[config.mk]
export PLATFORM = sky130hd
export DESIGN_NAME = magcmp_stage
export DESIGN_NICKNAME = d
export VERILOG_FILES = /design/src/rtl/magcmp_pkg.sv /design/src/rtl/magcmp_bitmatch.sv /design/src/rtl/magcmp_prefix.sv /design/src/rtl/magcmp_resolve.sv /design/src/rtl/magcmp_stage.sv
export SDC_FILE = /design/constraint.sdc
export NUM_CORES = 1
export LEC_CHECK = 0
export ABC_AREA = 1
export BUFFER_PORTS_ARGS = -buffer_cell sky130_fd_sc_hd__clkbuf_2
export CORE_AREA = 10 10 47 49
export DETAILED_ROUTE_END_ITERATION = 16
export DIE_AREA = 0 0 57 59
export SLEW_MARGIN = 20
export SYNTH_ARGS = -nofsm -noshare
export SYNTH_HDL_FRONTEND = slang
export SYNTH_SLANG_ARGS = --single-unit
[constraint.sdc]
create_clock -name vclk -period 1
set_input_delay 0.05 -clock vclk [all_inputs]
set_output_delay 0.05 -clock vclk [all_outputs]
set_load 0.01 [all_outputs]
[src/rtl/magcmp_pkg.sv]
package magcmp_pkg;

    // Relation triple carried between slices
    typedef struct packed {
        logic gt;
        logic eq;
        logic lt;
    } rel_t;

    localparam rel_t REL_EQUAL = '{gt: 1'b0, eq: 1'b1, lt: 1'b0};

endpackage

[src/rtl/magcmp_bitmatch.sv]
// Per-bit match terms (XNOR of each operand pair)
module magcmp_bitmatch #(
    parameter int WIDTH = 4
) (
    input  logic [WIDTH-1:0] a_i,
    input  logic [WIDTH-1:0] b_i,
    output logic [WIDTH-1:0] match_o
);

    for (genvar k = 0; k < WIDTH; k++) begin : g_bit
        assign match_o[k] = ~(a_i[k] ^ b_i[k]);
    end

endmodule

[src/rtl/magcmp_prefix.sv]
// Prefix-equality products and the local greater/less/equal decision
module magcmp_prefix #(
    parameter int WIDTH = 4
) (
    input  logic [WIDTH-1:0] a_i,
    input  logic [WIDTH-1:0] b_i,
    input  logic [WIDTH-1:0] match_i,
    output logic             loc_gt_o,
    output logic             loc_lt_o,
    output logic             all_eq_o
);

    // upper_eq[k]: every bit pair above position k matches
    logic [WIDTH-1:0] upper_eq;

    always_comb begin
        upper_eq[WIDTH-1] = 1'b1;
        for (int k = WIDTH - 2; k >= 0; k--) begin
            upper_eq[k] = upper_eq[k+1] & match_i[k+1];
        end
    end

    assign loc_gt_o = |(a_i & ~b_i & upper_eq);
    assign loc_lt_o = |(~a_i & b_i & upper_eq);
    assign all_eq_o = &match_i;

endmodule

[src/rtl/magcmp_resolve.sv]
// Merges the local decision with the relation from the lower slice
module magcmp_resolve
    import magcmp_pkg::*;
(
    input  logic loc_gt_i,
    input  logic loc_lt_i,
    input  logic all_eq_i,
    input  rel_t low_i,
    output rel_t rel_o
);

    always_comb begin
        rel_o.gt = loc_gt_i | (all_eq_i & low_i.gt);
        rel_o.eq = all_eq_i & low_i.eq;
        rel_o.lt = loc_lt_i | (all_eq_i & low_i.lt);
    end

endmodule

[src/rtl/magcmp_stage.sv]
module magcmp_stage
    import magcmp_pkg::*;
#(
    parameter int WIDTH = 4
) (
    input  logic [WIDTH-1:0] a_i,
    input  logic [WIDTH-1:0] b_i,
    input  logic             cas_gt_i,
    input  logic             cas_eq_i,
    input  logic             cas_lt_i,
    output logic             gt_o,
    output logic             eq_o,
    output logic             lt_o
);

    logic [WIDTH-1:0] match;
    logic             loc_gt;
    logic             loc_lt;
    logic             all_eq;
    rel_t             low_rel;
    rel_t             out_rel;

    assign low_rel = '{gt: cas_gt_i, eq: cas_eq_i, lt: cas_lt_i};

    magcmp_bitmatch #(.WIDTH(WIDTH)) u_match (
        .a_i     (a_i),
        .b_i     (b_i),
        .match_o (match)
    );

    magcmp_prefix #(.WIDTH(WIDTH)) u_prefix (
        .a_i      (a_i),
        .b_i      (b_i),
        .match_i  (match),
        .loc_gt_o (loc_gt),
        .loc_lt_o (loc_lt),
        .all_eq_o (all_eq)
    );

    magcmp_resolve u_resolve (
        .loc_gt_i (loc_gt),
        .loc_lt_i (loc_lt),
        .all_eq_i (all_eq),
        .low_i    (low_rel),
        .rel_o    (out_rel)
    );

    assign gt_o = out_rel.gt;
    assign eq_o = out_rel.eq;
    assign lt_o = out_rel.lt;

endmodule

==> results of run 1 <==
==> cell usage after synthesis <==
cell type  number  share of area, %
ha_1            8                41
inv_1          13                20
nand2_1         9                14
nand2_2         1               2.6
nand3_2         2               8.2
nor2_1          4               6.2
nor2_2          2               5.1
nor3b_1         1               3.1
==> worst max-delay path, cell delays in order <==
cell      delay (ns)
clkbuf_2        0.09
inv_1           0.08
ha_4            0.22
nand2_8         0.09
nor2_1          0.04
nor2_1          0.11
nand3_2         0.08
buf_6           0.13
==> final cells by class <==
cell class,instances,share of cell area (%)
inverters,13,11.3
multi-input cells,27,61.6
well taps,16,4.62
repair buffers,16,22.5
==> what timing repair did <==
| action | CTS | global route |
|---|---|---|
| resized for setup | 2 | 14 |
| setup buffers | 0 | 0 |
| setup endpoints to repair | 3 | 3 |
| gates cloned | 0 | 0 |
| pin swaps | 3 | 4 |
==> cells in the final DEF, fill, tap and decap left out <==
| cell type | instances |
|---|---|
| nor2_2 | 2 |
| nor2_1 | 2 |
| buf_6 | 2 |
| clkbuf_2 | 11 |
| buf_4 | 2 |
| nor3b_1 | 1 |
| nand2_2 | 2 |
| ha_1 | 5 |
| nand2_1 | 7 |
| ha_4 | 3 |
| nand2_8 | 1 |
| buf_2 | 1 |
| nor2_4 | 2 |
| inv_1 | 13 |
| nand3_2 | 2 |
==> power breakdown <==
part,switching [mW],internal (mW),total (mW),leakage [nW]
Clock,0,0,0,0
Combinational,0.0939,0.0963,0.190,0.245
Sequential,0,0,0,0
==> cell families after synthesis <==
kind of cell / synth area share (%)
adders and majority gates: 41.0
buffers and inverters: 20.0
and+or+nand+nor: 39.0
==> layer usage <==
layer | vias up | GRT usage [%]
met3 | 0 | 0.644
met5 | - | 0
li1 | 146 | -
met4 | 0 | 0
met2 | 4 | 6.67
met1 | 118 | 3.07
==> stage by stage <==
| stage | cell area [µm²] | total power [mW] | util (%) | cells |
|---|---|---|---|---|
| after global placement | 349 | 0.123 | 24.9 | 72 |
| after CTS | 374 | 0.137 | 26.7 | 72 |
| after global routing | 433 | 0.212 | 30.9 | 72 |
| after detailed placement | 349 | 0.126 | 24.9 | 72 |
| final | 433 | 0.190 | 30.9 | 72 |
| after floorplan | 244 | 0.0725 | - | 40 |
==> worst paths after layout <==
kind | to | slack [ns] | depth (start not counted)
setup / recovery | lt_o | 0.05 | 8
hold / removal | lt_o | 0.39 | 4
==> out/metrics.cfg, run 1 <==
[worst_setup_path]
crit_path_max_fanout=5
crit_path_start_kind=input pin
crit_path_start=a_i[3]
critPathKind=input pin to output port
cp.arrival_ns=0.90
required_ns=0.95
worstSetupEndpointType=output port

[routing]
drt_iter0_drc=0
routed_via_density=3.72
dr.pass1.iters=1
top_layer=met3
drc=0
ant_nets=0
wl_met1_um=196
dr_wl_met3_um=29
wl_met2_um=383
detail_route.wl_per_cell_um=8.47
vias=268
wl_um=610

[finish]
multiInputGateArea_um2=267
flops_and_latches=0
clockBufferCount=0
regArea_um2=0
antenna_cells=0
fin_nets=77
nFillCells=170
drive_gt1_share_pct=50.0
syn_to_final_growth_pct=77.4

[hold_path]
min_from=cas_lt_i
hold_path.class=input pin to output port

[sta]
slew_viol_final=0
timing.fmax_ghz=1.06
worst_slew_pin_slew_ns=0.138
tns_ns=0
finalCritPeriodShare_pct=94.7
slew_headroom_pct=90.8
rsz0062_at_grt=yes
fin_ws_ns=0.0528
whs_ns=0.393
finalCriticalPeriod_ns=0.947
setup_viol=0
final_hold_viol_count=0

[grt]
grt_max_degree=6
grtUsageTotal_pct=3.10
grt_pass1_wl_um=938
antenna_found_initial=0
overflow=0
grt_pass1_vias=241

[synthesis]
syn-mean-instance-area_um2=6.10
syn-num-nets=59
yosysSeqAreaShare_pct=0
syn_area_um2=244
synth_cell_type_count=8
yosysWarningCount=0
netlist_instances=40

[die]
die_x_um=57
core_area_um2=1400
start_util_pct=17.4
ios=14
rows=14
die_area_um2=3360
die_h_um=59

[pwr]
leakagePower_nw=0.245
pwr_density_cell_nw_per_um2=439
vdd_drop_max_v=0.0000936

[placement]
io_buffers=14
dp_slack_ns=-0.0630
place_congestion=0.633
hpwl_um=522

[clocking]
hold_buffers=0

[status]
status=finished, final reports clean

[job]
drv_cap=0

(Power assumes the default switching activity.)
==> run 2, diff against run 1 <==
--- a/config.mk
+++ b/config.mk
@@ -10,7 +10,8 @@
 export CORE_AREA = 10 10 47 49
 export DETAILED_ROUTE_END_ITERATION = 16
 export DIE_AREA = 0 0 57 59
-export SLEW_MARGIN = 20
+export RECOVER_POWER = 25
+export SLEW_MARGIN = 25
 export SYNTH_ARGS = -nofsm -noshare
 export SYNTH_HDL_FRONTEND = slang
 export SYNTH_SLANG_ARGS = --single-unit
==> constraint.sdc (replaced) <==
create_clock -name vclk -period 1
set_input_delay 0 -clock vclk [all_inputs]
set_output_delay 0 -clock vclk [all_outputs]
set_load 0.01 [all_outputs]
==> out/metrics.cfg, run 2 (synthesized netlist as in run 1, its figures left out) <==
[routing]
ant_nets=0  ; unchanged
routed_via_density=3.60  ; was 3.72
wl_met2_um=328  ; was 383 µm
wl_met1_um=212  ; was 196 µm
wl_um=564  ; was 610 µm
detail_route.wl_per_cell_um=8.06  ; was 8.47 µm
vias=252  ; was 268
top_layer=met3  ; unchanged
drc=0  ; unchanged
drt_iter0_drc=0  ; unchanged
dr_wl_met3_um=23  ; was 29 µm
dr.pass1.iters=1  ; unchanged

[pwr]
internal_power_uw=66.0  ; was 96.3 µW
leakagePower_nw=0.225  ; was 0.245 nW
pwr_density_cell_nw_per_um2=372  ; was 439 nW/µm²
power_frac_comb_pct=100.0  ; about the same
vdd_drop_max_v=0.0000841  ; was 0.0000936 V
p_seq_share_pct=0  ; about the same
swShare_pct=51.2  ; was 49.4%
pwr-share-clk_pct=0  ; about the same
switching_power_uw=69.3  ; was 93.9 µW

[grt]
grt_max_degree=6  ; unchanged
antenna_found_initial=0  ; unchanged
grtUsageTotal_pct=3.36  ; was 3.10%
grt_pass1_vias=277  ; was 241
overflow=0  ; unchanged
grt_pass1_wl_mm=1.02  ; was 938 µm

[job]
drv_cap=0  ; unchanged

[sta]
slew_viol_final=0  ; unchanged
timing.fmax_ghz=1.13  ; was 1.06 GHz
tns_ns=0  ; unchanged
whs_ns=0.293  ; was 0.393 ns
slew_headroom_pct=89.0  ; was 90.8%
rsz0062_at_grt=no  ; was yes
finalCritPeriodShare_pct=88.8  ; was 94.7%
worst_slew_pin_slew_ns=0.165  ; was 0.138 ns
finalCriticalPeriod_ns=0.888  ; was 0.947 ns
final_hold_viol_count=0  ; unchanged
setup_viol=0  ; unchanged

[clocking]
hold_buffers=0  ; unchanged

[finish]
final_common_cell=inv_1  ; unchanged
fin_nets=75  ; was 77
syn_to_final_growth_pct=49.2  ; was 77.4%
drive_gt1_share_pct=37.0  ; was 50.0%
flops_and_latches=0  ; unchanged
final_area_um2=364  ; was 433 µm²
mostFrequentLayoutCells=inv_1 (13), clkbuf_2 (12), nand2_1 (9)  ; was inv_1 (13), clkbuf_2 (11), nand2_1 (7)
antenna_cells=0  ; unchanged
clockBufferCount=0  ; unchanged
regArea_um2=0  ; unchanged

[worst_setup_path]
crit_path_top_delay_cell=ha_4  ; unchanged
critPathKind=input pin to output port  ; unchanged
max_stage_delay_ns=0.21  ; was 0.22 ns
crit_path_max_fanout=5  ; unchanged
crit_path_frequent_cell=nor2_1  ; unchanged
crit_path_start_kind=input pin  ; unchanged
crit_chain=clkbuf_2, inv_1, ha_4, nand2_2, nor2_1, nor2_1, nand3_2, buf_6  ; was clkbuf_2, inv_1, ha_4, nand2_8, nor2_1, nor2_1, nand3_2, buf_6
worstSetupEndpointType=output port  ; unchanged
cp.arrival_ns=0.89  ; was 0.90 ns
required_ns=1.00  ; was 0.95 ns

[placement]
hpwl_um=527  ; was 522 µm
placed_cell_area_um2=334  ; was 349 µm²
io_buffers=14  ; unchanged
place_congestion=0.631  ; was 0.633

[die]
rows=14  ; unchanged
die_x_um=57  ; unchanged
ios=14  ; unchanged
die_h_um=59  ; unchanged
die_area_um2=3360  ; unchanged
start_util_pct=17.4  ; unchanged
core_area_um2=1400  ; unchanged

[hold_path]
hold_path.class=input pin to output port  ; unchanged

[status]
status=finished, final reports clean  ; unchanged

-- run 2: final timing paths --
check  slack, ns  cells after the start  endpoint      from
max         0.11                      8      gt_o    a_i[3]
min         0.29                      4      gt_o  cas_gt_i
-- run 2: layer usage --
metal | up-vias | track usage, %
met3 | 0 | 0.429
met5 | - | 0
li1 | 143 | -
met2 | 4 | 7.75
met1 | 105 | 3.07
met4 | 0 | 0
-- run 2: layout make-up --
cell class                 count  area, µm²
fill                         174       1040
inverter                      13       48.8
multi-input combinational     27        220
tap                           16       20.0
timing repair buffer          14       75.1
-- run 2: power by group through the flow --
stage	sequential, mW	combinational (mW)	clock [mW]
CTS	0	0.120	0
global route	0	0.158	0
detailed placement	0	0.119	0
global placement	0	0.118	0
floorplan	0	0.0725	0
finish	0	0.135	0
-- run 2: timing repair --
item,4_1_cts,5_1_grt
gates resized for setup,0,4
setup endpoints to repair,0,2
setup buffers,0,0
-- run 2: through the flow --
step / setup slack [ns] / utilization, % / std cells / power, mW
final: 0.112 / 26.0 / 70 / 0.135
after global routing: 0.00505 / 26.0 / 70 / 0.158
after CTS: 0.0450 / 23.8 / 70 / 0.120
after detailed placement: 0.0483 / 23.8 / 70 / 0.119
after global placement: 0.0603 / 23.8 / 70 / 0.118
after floorplan: 0.237 / - / 40 / 0.0725
-- run 2: worst max-delay path: cells and delay by family --
family | cells | cell delay [ns]
fa+ha+maj | 1 | 0.21
buf+inv | 3 | 0.30
simple gates | 4 | 0.37
==> run 3, diff against run 2 <==
==> constraint.sdc (replaced) <==
create_clock -name vclk -period 0.8
set_input_delay 0 -clock vclk [all_inputs]
set_output_delay 0 -clock vclk [all_outputs]
set_load 0.01 [all_outputs]
==> out/metrics.cfg, run 3 (synthesized netlist as in run 1, its figures left out) <==
[die]
die_h_um=59  ; unchanged
core_area_um2=1400  ; unchanged
rows=14  ; unchanged
die_area_um2=3360  ; unchanged
die_x_um=57  ; unchanged
ios=14  ; unchanged
start_util_pct=17.4  ; unchanged

[sta]
finalCritPeriodShare_pct=104
tns_ns=-0.0643  ; was 0 ns
whs_ns=0.281  ; was 0.293 ns
worst_slew_pin_slew_ns=0.140  ; was 0.165 ns
rsz0062_at_grt=yes  ; was no
slew_headroom_pct=90.6  ; was 89.0%
slew_viol_final=0  ; unchanged
finalCriticalPeriod_ns=0.830
timing.fmax_ghz=1.20
fin_ws_ns=-0.0300  ; was 0.112 ns
final_hold_viol_count=0  ; unchanged
setup_viol=3  ; was 0

[finish]
antenna_cells=0  ; unchanged
final_cells=73  ; was 70
syn_to_final_growth_pct=111  ; was 49.2%
final_common_cell=inv_1  ; unchanged
flops_and_latches=0  ; unchanged
clockBufferCount=0  ; unchanged
fin_nets=78  ; was 75
drive_gt1_share_pct=70.2  ; was 37.0%
mostFrequentLayoutCells=inv_1 (9), clkbuf_2 (7), nand2_2 (5), buf_6 (5)  ; was inv_1 (13), clkbuf_2 (12), nand2_1 (9)
regArea_um2=0  ; unchanged

[placement]
io_buffers=14  ; unchanged
place_congestion=0.618  ; was 0.631
dp_cells=73  ; was 70
hpwl_um=536  ; was 527 µm
dp_slack_ns=-0.164  ; was 0.0483 ns

[grt]
grt_max_degree=6  ; unchanged
grt_pass1_wl_mm=1.08  ; was 1.02 mm
antenna_found_initial=0  ; unchanged
grtUsageTotal_pct=3.63  ; was 3.36%
overflow=0  ; unchanged
grt_pass1_vias=275  ; was 277

[pwr]
p_seq_share_pct=0  ; about the same
switching_power_uw=139  ; was 69.3 µW
leakagePower_nw=0.263  ; was 0.225 nW
power_uw=296  ; was 135 µW
pwr_density_cell_nw_per_um2=575  ; was 372 nW/µm²
internal_power_uw=156  ; was 66.0 µW
power_frac_comb_pct=100.0  ; about the same
pwr-share-clk_pct=0  ; about the same
swShare_pct=47.2  ; was 51.2%
vdd_drop_max_v=0.000133  ; was 0.0000841 V

[routing]
vias=272  ; was 252
routed_via_density=3.73  ; was 3.60
wl_um=700  ; was 564 µm
ant_nets=0  ; unchanged
dr.pass1.iters=2  ; was 1
detail_route.wl_per_cell_um=9.59  ; was 8.06 µm
drc=0  ; unchanged
drt_iter0_drc=2  ; was 0

[worst_setup_path]
worstSetupEndpointType=output port  ; unchanged
crit_chain=buf_6, ha_4, nand2_8, nor2_4, nand2_2, nand3_2, buf_6  ; was clkbuf_2, inv_1, ha_4, nand2_2, nor2_1, nor2_1, nand3_2, buf_6
crit_path_frequent_cell=buf_6  ; was nor2_1
required_ns=0.80  ; was 1.00 ns
max_stage_delay_ns=0.30  ; was 0.21 ns
cp.arrival_ns=0.83  ; was 0.89 ns
crit_path_max_fanout=5  ; unchanged
crit_path_start_kind=input pin  ; unchanged
crit_path_top_delay_cell=ha_4  ; unchanged
critPathKind=input pin to output port  ; unchanged

[hold_path]
hold_path.class=input pin to output port  ; unchanged

[status]
status=complete, but fails checks  ; was finished, final reports clean
violations=negative setup slack

[job]
drv_cap=0  ; unchanged

[clocking]
hold_buffers=0  ; unchanged

-- run 3: changes by cell type in the layout (fill, tap and decap cells not counted), moves of 4 or more --
cell      before  now
nor2_4         0    4
clkbuf_2      12    7
nand2_2        1    5
inv_1         13    9
nand2_1        9    3
buf_6          1    5
-- run 3: final timing paths --
kind,end,from,cells after the start
worst min-delay path,lt_o,cas_lt_i,4
worst max-delay path,lt_o,b_i[3],7
-- run 3: per-stage QoR --
stage                     util (%)  area, µm²
after CTS                     29.0        407
after global placement        25.4        357
final                         36.7        514
after floorplan                  -        244
after global routing          36.7        514
after detailed placement      25.4        357
-- run 3: power groups by stage --
stage / Clock, mW / Sequential (mW) / Combinational (mW)
after floorplan: 0 / 0 / 0.0906
after global placement: 0 / 0 / 0.158
after detailed placement: 0 / 0 / 0.160
after CTS: 0 / 0 / 0.201
after global routing: 0 / 0 / 0.327
final: 0 / 0 / 0.296
-- run 3: repair_timing --
action                                  4_1_cts  5_1_grt
resized for setup                             8       32
buffers inserted                              0        0
pin swaps                                     5       15
endpoints found under the setup margin        3        3
-- run 3: final cells by class --
cell class | instances | area (µm²)
multi-input cells | 27 | 309
well taps | 16 | 20.0
fillers | 149 | 887
inverters | 13 | 51.3
repair buffers | 17 | 134
-- run 3: worst max-delay path, delay by kind of cell --
kind / cells / cell delay [ns]
buffers and inverters: 2 / 0.20
adders and majority gates: 1 / 0.30
and+or+nand+nor: 4 / 0.33
-- run 3: per-layer routing --
metal | routed length [µm] | vias up | GRT usage (%)
li1 | - | 148 | -
met1 | 208 | 120 | 3.31
met2 | 443 | 4 | 7.91
met3 | 48 | 0 | 1.07
met4 | 0 | 0 | 0
met5 | 0 | - | 0
